==> src/rtl/ldq_pkg.sv <==
package ldq_pkg;

    // Byte lanes touched inside an aligned 8-byte word.
    // The size code gives 1, 2, 4 or 8 bytes; the low address bits give the start lane.
    function automatic logic [7:0] lane_mask(input logic [2:0] lo, input logic [1:0] sz);
        logic [7:0] base;
        case (sz)
            2'd0:    base = 8'h01;
            2'd1:    base = 8'h03;
            2'd2:    base = 8'h0F;
            default: base = 8'hFF;
        endcase
        return base << lo;
    endfunction

endpackage

==> src/rtl/ldq_search.sv <==
// Compares one resolving store against every queue slot in parallel.
module ldq_search #(
    parameter int DEPTH  = 8,
    parameter int ADDR_W = 32
) (
    input  logic                                st_valid,
    input  logic [ADDR_W-1:0]                   st_addr,
    input  logic [1:0]                          st_size,
    input  logic [$clog2(DEPTH):0]              st_ltail,
    input  logic [$clog2(DEPTH):0]              head,
    input  logic [DEPTH-1:0]                    ent_live,
    input  logic [DEPTH-1:0][ADDR_W-1:0]        ent_addr,
    input  logic [DEPTH-1:0][1:0]               ent_size,
    output logic                                hit,
    output logic [$clog2(DEPTH):0]              bound
);
    import ldq_pkg::*;

    localparam int IW = $clog2(DEPTH);
    localparam int PW = IW + 1;

    logic [DEPTH-1:0] match_vec;
    logic [7:0]       st_lanes;

    assign st_lanes = lane_mask(st_addr[2:0], st_size);
    // Distance of the store's first younger load from the head.
    assign bound    = st_ltail - head;

    for (genvar i = 0; i < DEPTH; i++) begin : g_slot
        logic [IW-1:0] off;
        logic          younger;
        logic          same_word;
        logic          lanes_hit;
        assign off       = IW'(i) - head[IW-1:0];
        assign younger   = {1'b0, off} >= bound;
        assign same_word = ent_addr[i][ADDR_W-1:3] == st_addr[ADDR_W-1:3];
        assign lanes_hit = |(lane_mask(ent_addr[i][2:0], ent_size[i]) & st_lanes);
        assign match_vec[i] = ent_live[i] && younger && same_word && lanes_hit;
    end

    assign hit = st_valid && (|match_vec);

endmodule

==> src/rtl/ldq_pick.sv <==
// Chooses the oldest violating store port (closest bound, lower port on tie).
module ldq_pick #(
    parameter int N_ST = 2,
    parameter int PW   = 4,
    parameter int SW   = (N_ST > 1) ? $clog2(N_ST) : 1
) (
    input  logic                     clk,
    input  logic                     rst_n,
    input  logic [N_ST-1:0]          viol,
    input  logic [N_ST-1:0][PW-1:0]  bnd,
    output logic                     any,
    output logic [SW-1:0]            sel,
    output logic [PW-1:0]            sel_bnd
);
    always_comb begin
        any     = 1'b0;
        sel     = '0;
        sel_bnd = '0;
        for (int j = 0; j < N_ST; j++) begin
            if (viol[j] && (!any || bnd[j] < sel_bnd)) begin
                any     = 1'b1;
                sel     = SW'(j);
                sel_bnd = bnd[j];
            end
        end
    end

    assert_pick_is_violator_R9: assert property (@(posedge clk) disable iff (!rst_n)
        any |-> viol[sel]);

    for (genvar j = 0; j < N_ST; j++) begin : g_chk
        assert_pick_oldest_R9: assert property (@(posedge clk) disable iff (!rst_n)
            (any && viol[j]) |-> (sel_bnd <= bnd[j]));
    end

endmodule

==> src/rtl/load_order_guard.sv <==
module load_order_guard #(
    parameter int DEPTH  = 8,
    parameter int ADDR_W = 32,
    parameter int N_ST   = 2,
    parameter int SID_W  = 6
) (
    input  logic                                   clk,
    input  logic                                   rst_n,
    input  logic                                   disp_valid,
    output logic                                   disp_ready,
    output logic [$clog2(DEPTH):0]                 disp_tag,
    input  logic                                   ex_valid,
    input  logic [$clog2(DEPTH):0]                 ex_tag,
    input  logic [ADDR_W-1:0]                      ex_addr,
    input  logic [1:0]                             ex_size,
    input  logic                                   cm_valid,
    input  logic [N_ST-1:0]                        st_valid,
    input  logic [N_ST-1:0][ADDR_W-1:0]            st_addr,
    input  logic [N_ST-1:0][1:0]                   st_size,
    input  logic [N_ST-1:0][$clog2(DEPTH):0]       st_ltail,
    input  logic [N_ST-1:0][SID_W-1:0]             st_sid,
    output logic                                   squash_valid,
    output logic [SID_W-1:0]                       squash_sid
);
    localparam int IW = $clog2(DEPTH);
    localparam int PW = IW + 1;
    localparam int SW = (N_ST > 1) ? $clog2(N_ST) : 1;

    typedef struct packed {
        logic              vld;
        logic              exe;
        logic [ADDR_W-1:0] addr;
        logic [1:0]        size;
    } slot_t;

    typedef struct packed {
        logic [PW-1:0]          head;
        logic [PW-1:0]          tail;
        slot_t [DEPTH-1:0]      slot;
        logic                   sq_v;
        logic [SID_W-1:0]       sq_sid;
    } state_t;

    state_t s_q, s_d;

    logic [PW-1:0]                  count;
    logic                           full;
    logic [IW-1:0]                  hd_idx, tl_idx, ex_idx;
    logic [DEPTH-1:0]               live;
    logic [DEPTH-1:0][ADDR_W-1:0]   s_addr;
    logic [DEPTH-1:0][1:0]          s_size;
    logic [DEPTH-1:0][IW-1:0]       s_off;
    logic [N_ST-1:0]                viol;
    logic [N_ST-1:0][PW-1:0]        bnd;
    logic                           any_viol;
    logic [SW-1:0]                  sel;
    logic [PW-1:0]                  sel_bnd;

    assign count  = s_q.tail - s_q.head;
    assign full   = count == PW'(DEPTH);
    assign hd_idx = s_q.head[IW-1:0];
    assign tl_idx = s_q.tail[IW-1:0];
    assign ex_idx = ex_tag[IW-1:0];

    for (genvar i = 0; i < DEPTH; i++) begin : g_view
        assign live[i]   = s_q.slot[i].vld && s_q.slot[i].exe;
        assign s_addr[i] = s_q.slot[i].addr;
        assign s_size[i] = s_q.slot[i].size;
        assign s_off[i]  = IW'(i) - hd_idx;
    end

    for (genvar s = 0; s < N_ST; s++) begin : g_port
        ldq_search #(.DEPTH(DEPTH), .ADDR_W(ADDR_W)) u_search (
            .st_valid (st_valid[s]),
            .st_addr  (st_addr[s]),
            .st_size  (st_size[s]),
            .st_ltail (st_ltail[s]),
            .head     (s_q.head),
            .ent_live (live),
            .ent_addr (s_addr),
            .ent_size (s_size),
            .hit      (viol[s]),
            .bound    (bnd[s])
        );
    end

    ldq_pick #(.N_ST(N_ST), .PW(PW), .SW(SW)) u_pick (
        .clk     (clk),
        .rst_n   (rst_n),
        .viol    (viol),
        .bnd     (bnd),
        .any     (any_viol),
        .sel     (sel),
        .sel_bnd (sel_bnd)
    );

    always_comb begin
        s_d      = s_q;
        s_d.sq_v = 1'b0;

        if (ex_valid && s_q.slot[ex_idx].vld) begin
            s_d.slot[ex_idx].exe  = 1'b1;
            s_d.slot[ex_idx].addr = ex_addr;
            s_d.slot[ex_idx].size = ex_size;
        end

        if (cm_valid && s_q.slot[hd_idx].vld) begin
            s_d.slot[hd_idx].vld = 1'b0;
            s_d.slot[hd_idx].exe = 1'b0;
            s_d.head             = s_q.head + PW'(1);
        end

        if (any_viol) begin
            for (int i = 0; i < DEPTH; i++) begin
                if ({1'b0, s_off[i]} >= sel_bnd) begin
                    s_d.slot[i].vld = 1'b0;
                    s_d.slot[i].exe = 1'b0;
                end
            end
            s_d.tail   = st_ltail[sel];
            s_d.sq_v   = 1'b1;
            s_d.sq_sid = st_sid[sel];
        end else if (disp_valid && !full) begin
            s_d.slot[tl_idx].vld = 1'b1;
            s_d.slot[tl_idx].exe = 1'b0;
            s_d.tail             = s_q.tail + PW'(1);
        end
    end

    always_ff @(posedge clk or negedge rst_n) begin
        if (!rst_n) s_q <= '0;
        else        s_q <= s_d;
    end

    assign disp_ready   = !full;
    assign disp_tag     = s_q.tail;
    assign squash_valid = s_q.sq_v;
    assign squash_sid   = s_q.sq_sid;

    assert_no_overflow_R3: assert property (@(posedge clk) disable iff (!rst_n)
        count <= PW'(DEPTH));

    assert_full_holds_tail_R3: assert property (@(posedge clk) disable iff (!rst_n)
        (full && disp_valid && !any_viol) |=> $stable(s_q.tail));

    assert_squash_from_store_R5: assert property (@(posedge clk) disable iff (!rst_n)
        squash_valid |-> $past(|st_valid));

    assert_tail_slot_free_R10: assert property (@(posedge clk) disable iff (!rst_n)
        squash_valid |-> (full || !s_q.slot[tl_idx].vld));

    for (genvar i = 0; i < DEPTH; i++) begin : g_win
        assert_window_live_R2: assert property (@(posedge clk) disable iff (!rst_n)
            ({1'b0, s_off[i]} < count) |-> s_q.slot[i].vld);
    end

endmodule

==> config.mk <==
export PLATFORM = sky130hd
export DESIGN_NAME = load_order_guard
export DESIGN_NICKNAME = d
export VERILOG_FILES = /design/src/rtl/ldq_pkg.sv /design/src/rtl/ldq_search.sv /design/src/rtl/ldq_pick.sv /design/src/rtl/load_order_guard.sv
export SDC_FILE = /design/constraint.sdc
export NUM_CORES = 2
export LEC_CHECK = 0
export ABC_AREA = 0
export BUFFER_PORTS_ARGS = -buffer_cell sky130_fd_sc_hd__buf_4
export CAP_MARGIN = 20
export CORE_AREA = 8 8 215 269
export CTS_CLUSTER_DIAMETER = 100
export DETAILED_ROUTE_END_ITERATION = 16
export DIE_AREA = 0 0 223 277
export GPL_TIMING_DRIVEN = 0
export PLACE_DENSITY_LB_ADDON = 0.3
export SYNTH_ARGS = -nofsm -noshare
export SYNTH_HDL_FRONTEND = slang
export SYNTH_SLANG_ARGS = --single-unit
==> constraint.sdc <==
create_clock -name clk -period 7.81 [get_ports clk]
set_input_delay 0.3905 -clock clk [delete_from_list [all_inputs] [get_ports clk]]
set_output_delay 0.3905 -clock clk [all_outputs]
set_load 0.005 [all_outputs]
==> results.txt <==
----------------------------------------------------
[Synth]
  Post-synthesis sequential area ratio ... 0.3581
  Mapped cell area ... 21170 µm²
  Synthesized netlist cell count ... 2219
  Async S/R FF share, synth ... 1.000
  Syn avg cell area ... 9.542 µm²
  Synthesized net count ... 2406
  Most used DFF post-synth ... sky130_fd_sc_hd__dfrtp_1
  Count of distinct cell types in the synthesized netlist ... 79
  EDFF count, synth ... 0
  Flip-flop and latch count after synthesis ... 303
  Yosys synthesis warning count ... 0

[Worst setup path]
  Capturing element type of the critical path ... flip-flop
  Delay of the slowest cell on the worst path ... 0.71 ns
  Type of origin of the critical path ... flip-flop
  CP Max Fanout ... 10
  R2R Path End ... s_q[78]
  Beginning of the worst register-to-register path ... hd_idx[1]
  Critical path type ... flip-flop to flip-flop
  Worst Reg-to-Reg Cells ... 27
  Top cell by count, worst path ... sky130_fd_sc_hd__a21oi_1
  Crit path DAT ... 7.96 ns
  Slowest library cell on the worst path ... sky130_fd_sc_hd__dfrtp_1
  Endpoint required time on the critical path ... 8.32 ns
  Internal reg-to-reg setup slack ... 0.36 ns

[Layout]
  Number of nets in the final layout ... 2549
  Fraction of final layout cells sized beyond drive strength 1 ... 0.1718
  Count of inserted antenna diode cells ... 0
  Post-synthesis to final-layout area growth ... 14.25%
  Post-route core utilization ... 0.4532
  Most frequent cells in the layout ... sky130_fd_sc_hd__xnor2_1, sky130_fd_sc_hd__dfrtp_1, sky130_fd_sc_hd__nand2_1

[STA]
  Final Hold Vio Count ... 0
  Fmax ... 0.1343 GHz
  Slack of the critical path ... 0.3617 ns
  Setup repair after global routing missed its margin ... false
  Post-route minimum period ... 7.448 ns
  Actual slew at the worst max-slew pin ... 1.192 ns
  Final Setup Violations ... 0
  Final period util ... 0.9537
  Worst slew margin relative to its limit ... 0.2053
  Number of pins exceeding their max-slew limit in the final report ... 0
  Worst Clk Skew ... 0.02079 ns
  Minimum hold slack ... 0.07671 ns
  Total negative slack for setup checks ... 0 ns

[Floorplan]
  Horizontal die dimension ... 223 µm
  Boundary pin count ... 145
  Initial cell density of the core ... 0.3967
  Total number of placement rows ... 95
  Die Y-Extent ... 277 µm
  Area of the die ... 61770 µm²
  Placeable core region ... 53370 µm²

[Pwr]
  Total power per unit cell area ... 380.4 nW/µm²
  Lkg Pwr ... 9.860 nW
  Largest vdd supply drop ... 0.0001912 V

[Placed design]
  Total half-perimeter wirelength after legalization and detailed placement ... 80.77 mm
  Global placement routability congestion ... 1.018
  Placement-stage worst setup slack ... 0.2920 ns
  Buffers on Ports ... 80

[Clocking]
  Number of H-tree levels ... 2
  Maximum count of clock buffers along a single path ... 3
  Clock tree from TritonCTS ... done
  Clock transition at path regs ... 0.07 ns
  Clk sink count ... 303
  Clock insertion delay at the later pin of the skew report ... 0.58 ns
  Number of buffers inserted during clock tree synthesis ... 37
  Library cell used as clock root buffer ... sky130_fd_sc_hd__clkbuf_16

[Detailed routing]
  Vias ... 18260
  Via density per instance ... 5.956
  Routed wire length per instance ... 33.79 µm
  Number of nets with antenna violations after routing ... 0
  Post-detailed-routing wire length ... 103.6 mm
  Number of DRC markers after the initial detailed-route iteration ... 1547
  Final routed DRC violation total ... 0
  Number of search-and-repair iterations in the first detailed-routing pass ... 5

[Run status]
  Status ... completed

[Worst hold path]
  Min-Delay Path Depth ... 3
  Worst min-delay path startpoint ... st_sid[10]
  Worst min-delay path class ... primary input to flip-flop
  Worst-case hold path end point ... squash_sid[4]

[Global routing]
  Remaining global-route overflow ... 0
  Antenna violations before repair ... 2
  Number of global-route vias before repair ... 18640
  Global-route wire length before repair ... 144.2 mm
  Maximum number of pins on one net before global-route repair ... 115
  Global routing usage summed across all routing layers ... 0.3275

[Flow run]
  Max capacitance violation total ... 0

----------------------------------------------------
per-stage QoR:
stage | instance area, µm² | total power, mW | std cells
finish | 24190 | 9.201 | 3066
global route | 24190 | 9.650 | 3066
CTS | 24130 | 9.120 | 3060
detailed placement | 22930 | 7.326 | 2995
global placement | 22620 | 7.239 | 2978
floorplan | 21170 | 5.676 | 2219
final cells by class:
class | instances | area [µm²]
Buffer | 162 | 683.2
Multi-Input combinational cell | 1704 | 12750
Sequential cell | 303 | 7582
Inverter | 50 | 191.4
Fill cell | 5188 | 29180
Timing Repair Buffer | 104 | 940.9
Clock inverter | 9 | 98.84
Tap cell | 679 | 849.6
Clock buffer | 55 | 1095
power by group:
| group | switching, mW | internal [mW] | total, mW |
|---|---|---|---|
| logic | 2.54 | 1.86 | 4.40 |
| registers | 0.813 | 2.21 | 3.02 |
| clock network | 0.768 | 1.01 | 1.78 |
cells in the mapped netlist, types with 7 or more instances:
library cell                instances  area share
sky130_fd_sc_hd__dfrtp_1          303        0.36
sky130_fd_sc_hd__xnor2_1          303        0.13
sky130_fd_sc_hd__nand2_1          275       0.049
sky130_fd_sc_hd__mux2_2           208        0.11
sky130_fd_sc_hd__xor2_1           173       0.072
sky130_fd_sc_hd__clkbuf_1         137       0.024
sky130_fd_sc_hd__nand4_1           88       0.026
sky130_fd_sc_hd__nor2_1            71       0.013
sky130_fd_sc_hd__a21oi_1           68       0.016
sky130_fd_sc_hd__nor4_1            67       0.020
sky130_fd_sc_hd__ha_1              51       0.030
sky130_fd_sc_hd__inv_1             48      0.0085
sky130_fd_sc_hd__o21ai_0           34      0.0080
sky130_fd_sc_hd__nor3_1            32      0.0076
sky130_fd_sc_hd__o21a_1            25      0.0089
sky130_fd_sc_hd__or3_1             20      0.0059
sky130_fd_sc_hd__a21o_1            18      0.0064
sky130_fd_sc_hd__a22oi_1           18      0.0064
sky130_fd_sc_hd__nand2b_1          17      0.0050
sky130_fd_sc_hd__nand3_1           16      0.0038
sky130_fd_sc_hd__a221oi_1          14      0.0058
sky130_fd_sc_hd__mux2i_1           12      0.0057
sky130_fd_sc_hd__and2_1            11      0.0033
sky130_fd_sc_hd__a211oi_1          10      0.0035
sky130_fd_sc_hd__buf_4             10      0.0035
sky130_fd_sc_hd__o211ai_1           9      0.0032
sky130_fd_sc_hd__a221o_1            8      0.0038
sky130_fd_sc_hd__a31oi_1            8      0.0024
sky130_fd_sc_hd__nand3b_1           8      0.0028
sky130_fd_sc_hd__a211o_1            7      0.0029
sky130_fd_sc_hd__a32o_1             7      0.0033
sky130_fd_sc_hd__nor2b_1            7      0.0021
sky130_fd_sc_hd__o2111ai_1          7      0.0029
routing by layer:
layer | vias to the layer above | routed length [µm] | track usage
met2 | 772 | 48480 | 0.5369
met1 | 9195 | 39630 | 0.3762
met5 | - | 13 | 0
met4 | 2 | 9496 | 0.2503
met3 | 248 | 5986 | 0.05837
li1 | 8044 | - | -
logic make-up after synthesis:
logic type,Yosys count,synth area share
AOI/OAI and AO/OA,308,0.1034
xor gates and xnor gates,476,0.1969
adders and majority gates,58,0.03487
buffers and inverters,212,0.04113
DFF,303,0.3581
muxes,222,0.1184
other,1,0.0001771
and+or+nand+nor,639,0.1470
timing repair:
action / CTS / global route
resized for setup: 0 / 3
hold buffers: 1 / 0
endpoints found under the setup margin: 0 / 11
endpoints found under the hold margin: 104 / 0
setup buffers: 0 / 5
worst max path at each step:
| stage | startpoint | to | slack (ns) |
|---|---|---|---|
| global placement | st_addr[8] | s_q[77] | -0.25 |
| global route | hd_idx[1] | s_q[78] | 0.05 |
| finish | hd_idx[1] | s_q[78] | 0.36 |
| floorplan | hd_idx[1] | s_q[41] | 1.94 |
| detailed placement | hd_idx[1] | s_q[78] | 0.29 |
| CTS | hd_idx[1] | s_q[78] | 0.27 |
worst max-delay path: cells and delay by family (launching register included):
kind	cells	cell delay, ns
fa+ha+maj	5	1.68
mux	1	0.39
buf+inv	4	0.91
flops	1	0.71
compound gates	12	2.80
simple gates	5	0.88
(Power assumes the default switching activity.)
